[src/rtl/ctxsw_pkg.sv]
package ctxsw_pkg;

   typedef enum logic [1:0] {
      PAIR_ENTRY = 2'd0,
      PAIR_PSW   = 2'd1,
      PAIR_PCHI  = 2'd2
   } pair_e;

   typedef enum logic [3:0] {
      ST_IDLE,
      ST_SEL,
      ST_XCH,
      ST_SVPSW,
      ST_SVHI,
      ST_RPC,
      ST_RHI,
      ST_RPSW,
      ST_RWR
   } state_e;

endpackage

[src/rtl/ctxsw_seq.sv]
module ctxsw_seq
   import ctxsw_pkg::*;
(
   input  logic   clk,
   input  logic   rst_n,
   input  logic   sw_start,
   input  logic   ret_start,
   output state_e state,
   output logic   busy,
   output logic   done,
   output logic   ret_mode,
   output logic   take_sw,
   output logic   take_ret
);

   state_e state_d;

   assign take_sw  = (state == ST_IDLE) && sw_start;
   assign take_ret = (state == ST_IDLE) && ret_start && !sw_start;
   assign busy     = (state != ST_IDLE);
   assign done     = (state == ST_SVHI) || (state == ST_RWR);
   assign ret_mode = (state == ST_RPC) || (state == ST_RHI) ||
                     (state == ST_RPSW) || (state == ST_RWR);

   always_comb begin
      state_d = state;
      unique case (state)
         ST_IDLE: begin
            if (take_sw)       state_d = ST_SEL;
            else if (take_ret) state_d = ST_RPC;
         end
         ST_SEL:   state_d = ST_XCH;
         ST_XCH:   state_d = ST_SVPSW;
         ST_SVPSW: state_d = ST_SVHI;
         ST_SVHI:  state_d = ST_IDLE;
         ST_RPC:   state_d = ST_RHI;
         ST_RHI:   state_d = ST_RPSW;
         ST_RPSW:  state_d = ST_RWR;
         ST_RWR:   state_d = ST_IDLE;
         default:  state_d = ST_IDLE;
      endcase
   end

   always_ff @(posedge clk) begin
      if (!rst_n) state <= ST_IDLE;
      else        state <= state_d;
   end

endmodule

[src/rtl/ctxsw_psw_edit.sv]
module ctxsw_psw_edit #(
   parameter int PSW_W   = 16,
   parameter int BANK_W  = 3,
   parameter int IE_POS  = 15,
   parameter int RBS_POS = 12,
   parameter int RSS_POS = 5,
   parameter bit HAS_RSS = 1'b1
) (
   input  logic [PSW_W-1:0]  psw_in,
   input  logic [BANK_W-1:0] bank,
   output logic [PSW_W-1:0]  psw_out
);

   logic [PSW_W-1:0] base;

   always_comb begin
      base                        = psw_in;
      base[IE_POS]                = 1'b0;
      base[RBS_POS +: BANK_W]     = bank;
   end

   generate
      if (HAS_RSS) begin : g_rss
         always_comb begin
            psw_out          = base;
            psw_out[RSS_POS] = 1'b0;
         end
      end else begin : g_no_rss
         assign psw_out = base;
      end
   endgenerate

endmodule

[src/rtl/ctxsw_hold.sv]
module ctxsw_hold #(
   parameter int PC_W    = 20,
   parameter int ADDR_W  = 16,
   parameter int PSW_W   = 16,
   parameter int WORD_W  = 16,
   parameter int BANK_W  = 3,
   parameter int HI_POS  = 8,
   localparam int HI_W   = PC_W - ADDR_W
) (
   input  logic              clk,
   input  logic              rst_n,
   input  logic              take_sw,
   input  logic              take_ret,
   input  logic [BANK_W-1:0] sw_bank,
   input  logic [BANK_W-1:0] act_bank,
   input  logic [ADDR_W-1:0] ret_addr,
   input  logic [PC_W-1:0]   cur_pc,
   input  logic [PSW_W-1:0]  cur_psw,
   input  logic              ld_entry,
   input  logic              ld_hi,
   input  logic              ld_psw,
   input  logic [WORD_W-1:0] rf_rdata,
   output logic [BANK_W-1:0] bank_q,
   output logic [PSW_W-1:0]  psw_q,
   output logic [PC_W-1:0]   pc_q,
   output logic [ADDR_W-1:0] entry_q,
   output logic [HI_W-1:0]   rhi_q,
   output logic [ADDR_W-1:0] naddr_q,
   output logic [WORD_W-1:0] hi_word
);

   always_ff @(posedge clk) begin
      if (!rst_n) begin
         bank_q  <= '0;
         psw_q   <= '0;
         pc_q    <= '0;
         entry_q <= '0;
         rhi_q   <= '0;
         naddr_q <= '0;
      end else begin
         if (take_sw || take_ret) begin
            bank_q  <= take_sw ? sw_bank : act_bank;
            psw_q   <= cur_psw;
            pc_q    <= cur_pc;
            naddr_q <= ret_addr;
         end
         if (ld_entry) entry_q <= rf_rdata[ADDR_W-1:0];
         if (ld_hi)    rhi_q   <= rf_rdata[HI_POS +: HI_W];
         if (ld_psw)   psw_q   <= rf_rdata[PSW_W-1:0];
      end
   end

   always_comb begin
      hi_word                  = '0;
      hi_word[HI_POS +: HI_W]  = pc_q[PC_W-1 -: HI_W];
   end

endmodule

[src/rtl/ctxsw_unit.sv]
module ctxsw_unit
   import ctxsw_pkg::*;
#(
   parameter int NUM_BANKS = 8,
   parameter int PC_W      = 20,
   parameter int ADDR_W    = 16,
   parameter int PSW_W     = 16,
   parameter int WORD_W    = 16,
   parameter int HI_POS    = 8,
   parameter int IE_POS    = 15,
   parameter int RBS_POS   = 12,
   parameter int RSS_POS   = 5,
   parameter bit HAS_RSS   = 1'b1,
   localparam int BANK_W   = $clog2(NUM_BANKS),
   localparam int HI_W     = PC_W - ADDR_W
) (
   input  logic              clk,
   input  logic              rst_n,
   input  logic              sw_start,
   input  logic [BANK_W-1:0] sw_bank,
   input  logic              ret_start,
   input  logic [ADDR_W-1:0] ret_addr,
   input  logic [PC_W-1:0]   cur_pc,
   input  logic [PSW_W-1:0]  cur_psw,
   output logic              pc_we,
   output logic [PC_W-1:0]   pc_wdata,
   output logic              psw_we,
   output logic [PSW_W-1:0]  psw_wdata,
   output logic              rf_we,
   output logic [BANK_W-1:0] rf_bank,
   output logic [1:0]        rf_pair,
   output logic [WORD_W-1:0] rf_wdata,
   input  logic [WORD_W-1:0] rf_rdata,
   output logic              busy,
   output logic              done
);

   generate
      if (NUM_BANKS < 2 || (1 << BANK_W) != NUM_BANKS) begin : g_chk_banks
         $error("NUM_BANKS must be a power of two of at least 2");
      end
      if (HI_W < 1) begin : g_chk_hi
         $error("PC_W must exceed ADDR_W");
      end
      if (ADDR_W > WORD_W || PSW_W > WORD_W || HI_POS + HI_W > WORD_W) begin : g_chk_word
         $error("register pair too narrow for saved state");
      end
      if (RBS_POS + BANK_W > PSW_W || IE_POS >= PSW_W || RSS_POS >= PSW_W) begin : g_chk_psw
         $error("status-word field outside PSW_W");
      end
   endgenerate

   state_e              state;
   logic                ret_mode;
   logic                take_sw;
   logic                take_ret;
   logic                ld_entry;
   logic                ld_hi;
   logic                ld_psw;
   logic [BANK_W-1:0]   bank_q;
   logic [PSW_W-1:0]    psw_q;
   logic [PC_W-1:0]     pc_q;
   logic [ADDR_W-1:0]   entry_q;
   logic [HI_W-1:0]     rhi_q;
   logic [ADDR_W-1:0]   naddr_q;
   logic [WORD_W-1:0]   hi_word;
   logic [PSW_W-1:0]    psw_sw;
   logic [WORD_W-1:0]   pclo_word;
   logic [WORD_W-1:0]   naddr_word;
   logic [WORD_W-1:0]   psw_word;

   ctxsw_seq u_seq (
      .clk       (clk),
      .rst_n     (rst_n),
      .sw_start  (sw_start),
      .ret_start (ret_start),
      .state     (state),
      .busy      (busy),
      .done      (done),
      .ret_mode  (ret_mode),
      .take_sw   (take_sw),
      .take_ret  (take_ret)
   );

   ctxsw_hold #(
      .PC_W   (PC_W),
      .ADDR_W (ADDR_W),
      .PSW_W  (PSW_W),
      .WORD_W (WORD_W),
      .BANK_W (BANK_W),
      .HI_POS (HI_POS)
   ) u_hold (
      .clk      (clk),
      .rst_n    (rst_n),
      .take_sw  (take_sw),
      .take_ret (take_ret),
      .sw_bank  (sw_bank),
      .act_bank (cur_psw[RBS_POS +: BANK_W]),
      .ret_addr (ret_addr),
      .cur_pc   (cur_pc),
      .cur_psw  (cur_psw),
      .ld_entry (ld_entry),
      .ld_hi    (ld_hi),
      .ld_psw   (ld_psw),
      .rf_rdata (rf_rdata),
      .bank_q   (bank_q),
      .psw_q    (psw_q),
      .pc_q     (pc_q),
      .entry_q  (entry_q),
      .rhi_q    (rhi_q),
      .naddr_q  (naddr_q),
      .hi_word  (hi_word)
   );

   ctxsw_psw_edit #(
      .PSW_W   (PSW_W),
      .BANK_W  (BANK_W),
      .IE_POS  (IE_POS),
      .RBS_POS (RBS_POS),
      .RSS_POS (RSS_POS),
      .HAS_RSS (HAS_RSS)
   ) u_psw_edit (
      .psw_in  (psw_q),
      .bank    (bank_q),
      .psw_out (psw_sw)
   );

   always_comb begin
      pclo_word               = '0;
      pclo_word[ADDR_W-1:0]   = pc_q[ADDR_W-1:0];
      naddr_word              = '0;
      naddr_word[ADDR_W-1:0]  = naddr_q;
      psw_word                = '0;
      psw_word[PSW_W-1:0]     = psw_q;
   end

   always_comb begin
      pc_we     = 1'b0;
      pc_wdata  = '0;
      psw_we    = 1'b0;
      psw_wdata = '0;
      rf_we     = 1'b0;
      rf_bank   = bank_q;
      rf_pair   = PAIR_ENTRY;
      rf_wdata  = '0;
      ld_entry  = 1'b0;
      ld_hi     = 1'b0;
      ld_psw    = 1'b0;
      unique case (state)
         ST_SEL: begin
            psw_we    = 1'b1;
            psw_wdata = psw_sw;
            ld_entry  = 1'b1;
         end
         ST_XCH: begin
            rf_we     = 1'b1;
            rf_wdata  = pclo_word;
            pc_we     = 1'b1;
            pc_wdata  = {{HI_W{1'b0}}, entry_q};
         end
         ST_SVPSW: begin
            rf_we     = 1'b1;
            rf_pair   = PAIR_PSW;
            rf_wdata  = psw_word;
         end
         ST_SVHI: begin
            rf_we     = 1'b1;
            rf_pair   = PAIR_PCHI;
            rf_wdata  = hi_word;
         end
         ST_RPC: begin
            ld_entry  = 1'b1;
         end
         ST_RHI: begin
            rf_pair   = PAIR_PCHI;
            ld_hi     = 1'b1;
         end
         ST_RPSW: begin
            rf_pair   = PAIR_PSW;
            ld_psw    = 1'b1;
         end
         ST_RWR: begin
            rf_we     = 1'b1;
            rf_wdata  = naddr_word;
            pc_we     = 1'b1;
            pc_wdata  = {rhi_q, entry_q};
            psw_we    = 1'b1;
            psw_wdata = psw_q;
         end
         default: begin
         end
      endcase
   end

endmodule

[config.mk]
export PLATFORM = sky130hd
export DESIGN_NAME = ctxsw_unit
export DESIGN_NICKNAME = d
export VERILOG_FILES = /design/src/rtl/ctxsw_pkg.sv /design/src/rtl/ctxsw_seq.sv /design/src/rtl/ctxsw_psw_edit.sv /design/src/rtl/ctxsw_hold.sv /design/src/rtl/ctxsw_unit.sv
export SDC_FILE = /design/constraint.sdc
export NUM_CORES = 1
export LEC_CHECK = 0
export CAP_MARGIN = 15
export CORE_ASPECT_RATIO = 2
export CORE_MARGIN = 3
export CORE_UTILIZATION = 30
export CTS_CLUSTER_SIZE = 16
export DETAILED_ROUTE_END_ITERATION = 10
export DONT_BUFFER_PORTS = 1
export HOLD_SLACK_MARGIN = 0.06
export PLACE_DENSITY_LB_ADDON = 0.05
export SLEW_MARGIN = 0
export SYNTH_ARGS = -nofsm -noshare
export SYNTH_HDL_FRONTEND = slang
export SYNTH_HIERARCHICAL = 1
export SYNTH_SLANG_ARGS = --single-unit
[constraint.sdc]
create_clock -name clk -period 2.1 [get_ports clk]
set_input_delay 0.21 -clock clk [delete_from_list [all_inputs] [get_ports clk]]
set_output_delay 0.21 -clock clk [all_outputs]
set_load 0.02 [all_outputs]
==> metrics.md <==
| Metric | Value |
|---|---|
| Crit end category | output port |
| Buffers added on ports | 0 |
| N_diodes | 0 |
| Maximum clock rate | between 400 and 500 MHz |
| Mapped Cells | 505 |
| Post-DRT Antenna Nets | 0 |
| CP Data Required Time | 1890 ps |
| Power Density | 1040 nW/um^2 |
| Status | finished clean |
| Die Height | about 180 um |
| Worst hold endpoint | u_hold/pc_q[12]$_SDFFE_PN0P_ |
| Clock network power share | a little over a quarter |
| Slowest stage delay, CP | ~320 ps |
| H-tree depth | 3 |
| Layout cell share with drive strength beyond 1 | 16.5% |
| Crit Path Category | reg -> out |
| HPWL Detailed | between 10,000 and 15,000 um |
| Fin Clk Skew | 6.09 ps |
| I/O Pins | 137 |
| Peak supply drop | slightly below 0.0004 V |
| Most frequent CP cell | buf_4 |
| Hold path cells | 2 |
| # Max-Cap Violations | 0 |
| Routed wire per std cell | 19.8 um |
| Final #Nets | 626 |
| Placed Area | 4800 sq um |
| Hold Crit Start | cur_pc[12] |
| Cell row count | 63 |
| Finished Cell Area | roughly 5700 sq um |
| Total grt overflow | 0 |
| Max-slew violations | 0 |
| Core area | 14,800 sq um |
| Setup-failing EPs final | 0 |
| CTS Buffer Depth | 2 |
| Final non-filler cell total | around 750 |
| Tot GR Track Use | 17.4% |
| # DRC | 0 |
| Dpl cells | 679 |
| Max transition margin | 37.6% |
| Vias in the first global route | 3,889 |
| Pwr Total | 5.95 mW |
| Layout Utilization | between 30% and 40% |
| Worst setup SP type | flip-flop |
| Clk pin slew, worst setup/hold paths | 60 ps |
| Setup ws final | ~51 ps |
| Global-route wire length before repair | around 22,000 um |
| Drt first pass iters | 4 |
| Worst-Margin Slew | around 930 ps |
| Die area | 16,800 sq um |
| Worst Path Max Fanout | 16 |
| Cell Chain, Critical Path | buf_6 -> nor2b_2 -> buf_4 -> a22oi_1 -> o21ai_1 -> buf_4 |
| R2R Path Start | u_seq/state[1]$_SDFFE_PN0P_ |
| Post-Syn Area | 4540 sq um |
| Wirelength, routed | 14,900 um |
| Initial antenna violation count | 0 |
| Clock root cell | clkbuf_16 |
| Initial Utilization | roughly 31% |
| Slowest CP cell | dfxtp_1 |
| Comb pwr share | between 30% and 40% |
| Fillers | 1,570 |
| Min cycle time layout | 2050 ps |
| Worst skew pair latency | 340 ps |
| Int Power | around 3.8 mW |
| Ys Warns | 6 |
| R2R Setup Slk | 110 ps |
| Via-per-instance ratio | 5.09 |
| Num CTS Buffers | 9 |
| Clock Sinks | 79 |
| Layout area overhead | 25.4% |
| Setup TNS | 0 ps |
| Final worst-path cycle share | a little over nine tenths |
| RSZ-0062 raised after global routing | yes |
| Routed via count | around 3,800 |
| RePlAce Congestion | 0.731 |
| Leakage | 2.11 nW |
| Syn_area_per_cell | 9.00 sq um |
| Hold Violations, Final | 0 |
| Psw | 2.19 mW |
| Switching part of the total power | 36.7% |
| WHS | 79.4 ps |
| Register share of total power | between 30% and 40% |
| Reg-to-reg endpoint | u_hold/psw_q[9]$_SDFFE_PN0P_ |
| Pre-CTS setup slack | slightly below 100 ps |
| Min-Delay Path Class | in -> reg |
| R2R depth | 5 |
| CTS tree | built |
| Largest net degree at the start of global routing | 49 |
| CP Data Arrival Time | about 1800 ps |
| DRT iter0 DRCs | 161 |
| Die span in x | 93.0 um |
## power groups by stage
stage / Clock [mW] / Sequential, mW / Combinational [mW]
floorplan: 0 / 1.98 / 1.66
global placement: 0 / 2.02 / 2.16
detailed placement: 0 / 2.02 / 2.19
CTS: 1.67 / 1.99 / 2.31
global route: 1.72 / 2.03 / 2.56
finish: 1.62 / 2.00 / 2.34
## flip-flops by register name, indices dropped and copies added (netlist names)
register and flops:
u_hold/pc_q 20, u_hold/entry_q 16, u_hold/naddr_q 16, u_hold/psw_q 16, u_hold/rhi_q 4, u_seq/state 4
u_hold/bank_q 3
## worst max-delay path by stage
stage	cells past startpoint	slack [ps]	from	to
2_1_floorplan	7	30	u_seq/state[0]$_SDFFE_PN0P_	u_hold/psw_q[0]$_SDFFE_PN0P_
3_3_place_gp	7	90	u_seq/state[1]$_SDFFE_PN0P_	u_hold/psw_q[1]$_SDFFE_PN0P_
5_1_grt	6	-30	u_seq/state[1]$_SDFFE_PN0P_	psw_wdata[9]
3_5_place_dp	7	100	u_seq/state[1]$_SDFFE_PN0P_	u_hold/psw_q[1]$_SDFFE_PN0P_
6_report	6	50	u_seq/state[1]$_SDFFE_PN0P_	rf_wdata[7]
4_1_cts	6	-10	u_seq/state[1]$_SDFFE_PN0P_	rf_wdata[7]
## cell usage in the layout, fill, tap and decap left out, types with 2 or more instances in the layout
cell type      instances
dlygate4sd3_1         49
a22o_1                16
o311a_1               16
nand2b_1              17
conb_1                14
mux2i_1               23
inv_6                  4
a21oi_1               36
o21a_1                16
o21ai_0               27
dfxtp_1               77
buf_6                  5
and2_1                18
or3b_1                36
a22oi_1               31
nor3b_1               17
nor2_1                23
buf_12                 9
and3_1                 6
inv_1                  3
buf_4                 38
clkbuf_16             10
nor3_1                 2
o21ai_1               25
dfxtp_2                2
nor2b_1                4
a211oi_2               3
a211oi_1               2
## cell type report
| class | count | area [sq um] | area share [%] |
|---|---|---|---|
| flip-flops and latches | 79 | 1580 | 27.8 |
| well taps | 195 | 244 | 4.28 |
| multi-input cells | 354 | 2510 | 44.0 |
| inverters | 4 | 15.0 | 0.264 |
| clock inverters | 7 | 77.6 | 1.36 |
| repair buffers | 103 | 1040 | 18.3 |
| clock buffers | 9 | 225 | 3.95 |
## worst max-delay path: cells and delay by family, from the launching register on
| family | cells | cell delay [ps] |
|---|---|---|
| buf+inv | 3 | 620 |
| compound gates | 2 | 380 |
| flops | 1 | 320 |
| simple gates | 1 | 170 |
## routing by layer
layer / share of wire [%] / track usage (%) / wire length (um) / vias up
li1: - / - / - / 1887
met3: 4.8 / 3.30 / 717 / 11
met2: 55 / 31.7 / 8110 / 114
met5: 0 / 0 / 0 / -
met4: 1.3 / 5.28 / 199 / 0
met1: 39 / 20.2 / 5830 / 1814
## what timing repair did
item,in CTS,in global routing
endpoints found under the setup margin,49,30
gates cloned,0,2
pin swaps,2,1
hold buffers,49,0
setup buffers,1,4
gates resized for setup,7,6
endpoints found under the hold margin,72,0
Power figures use the tool's default switching activity.
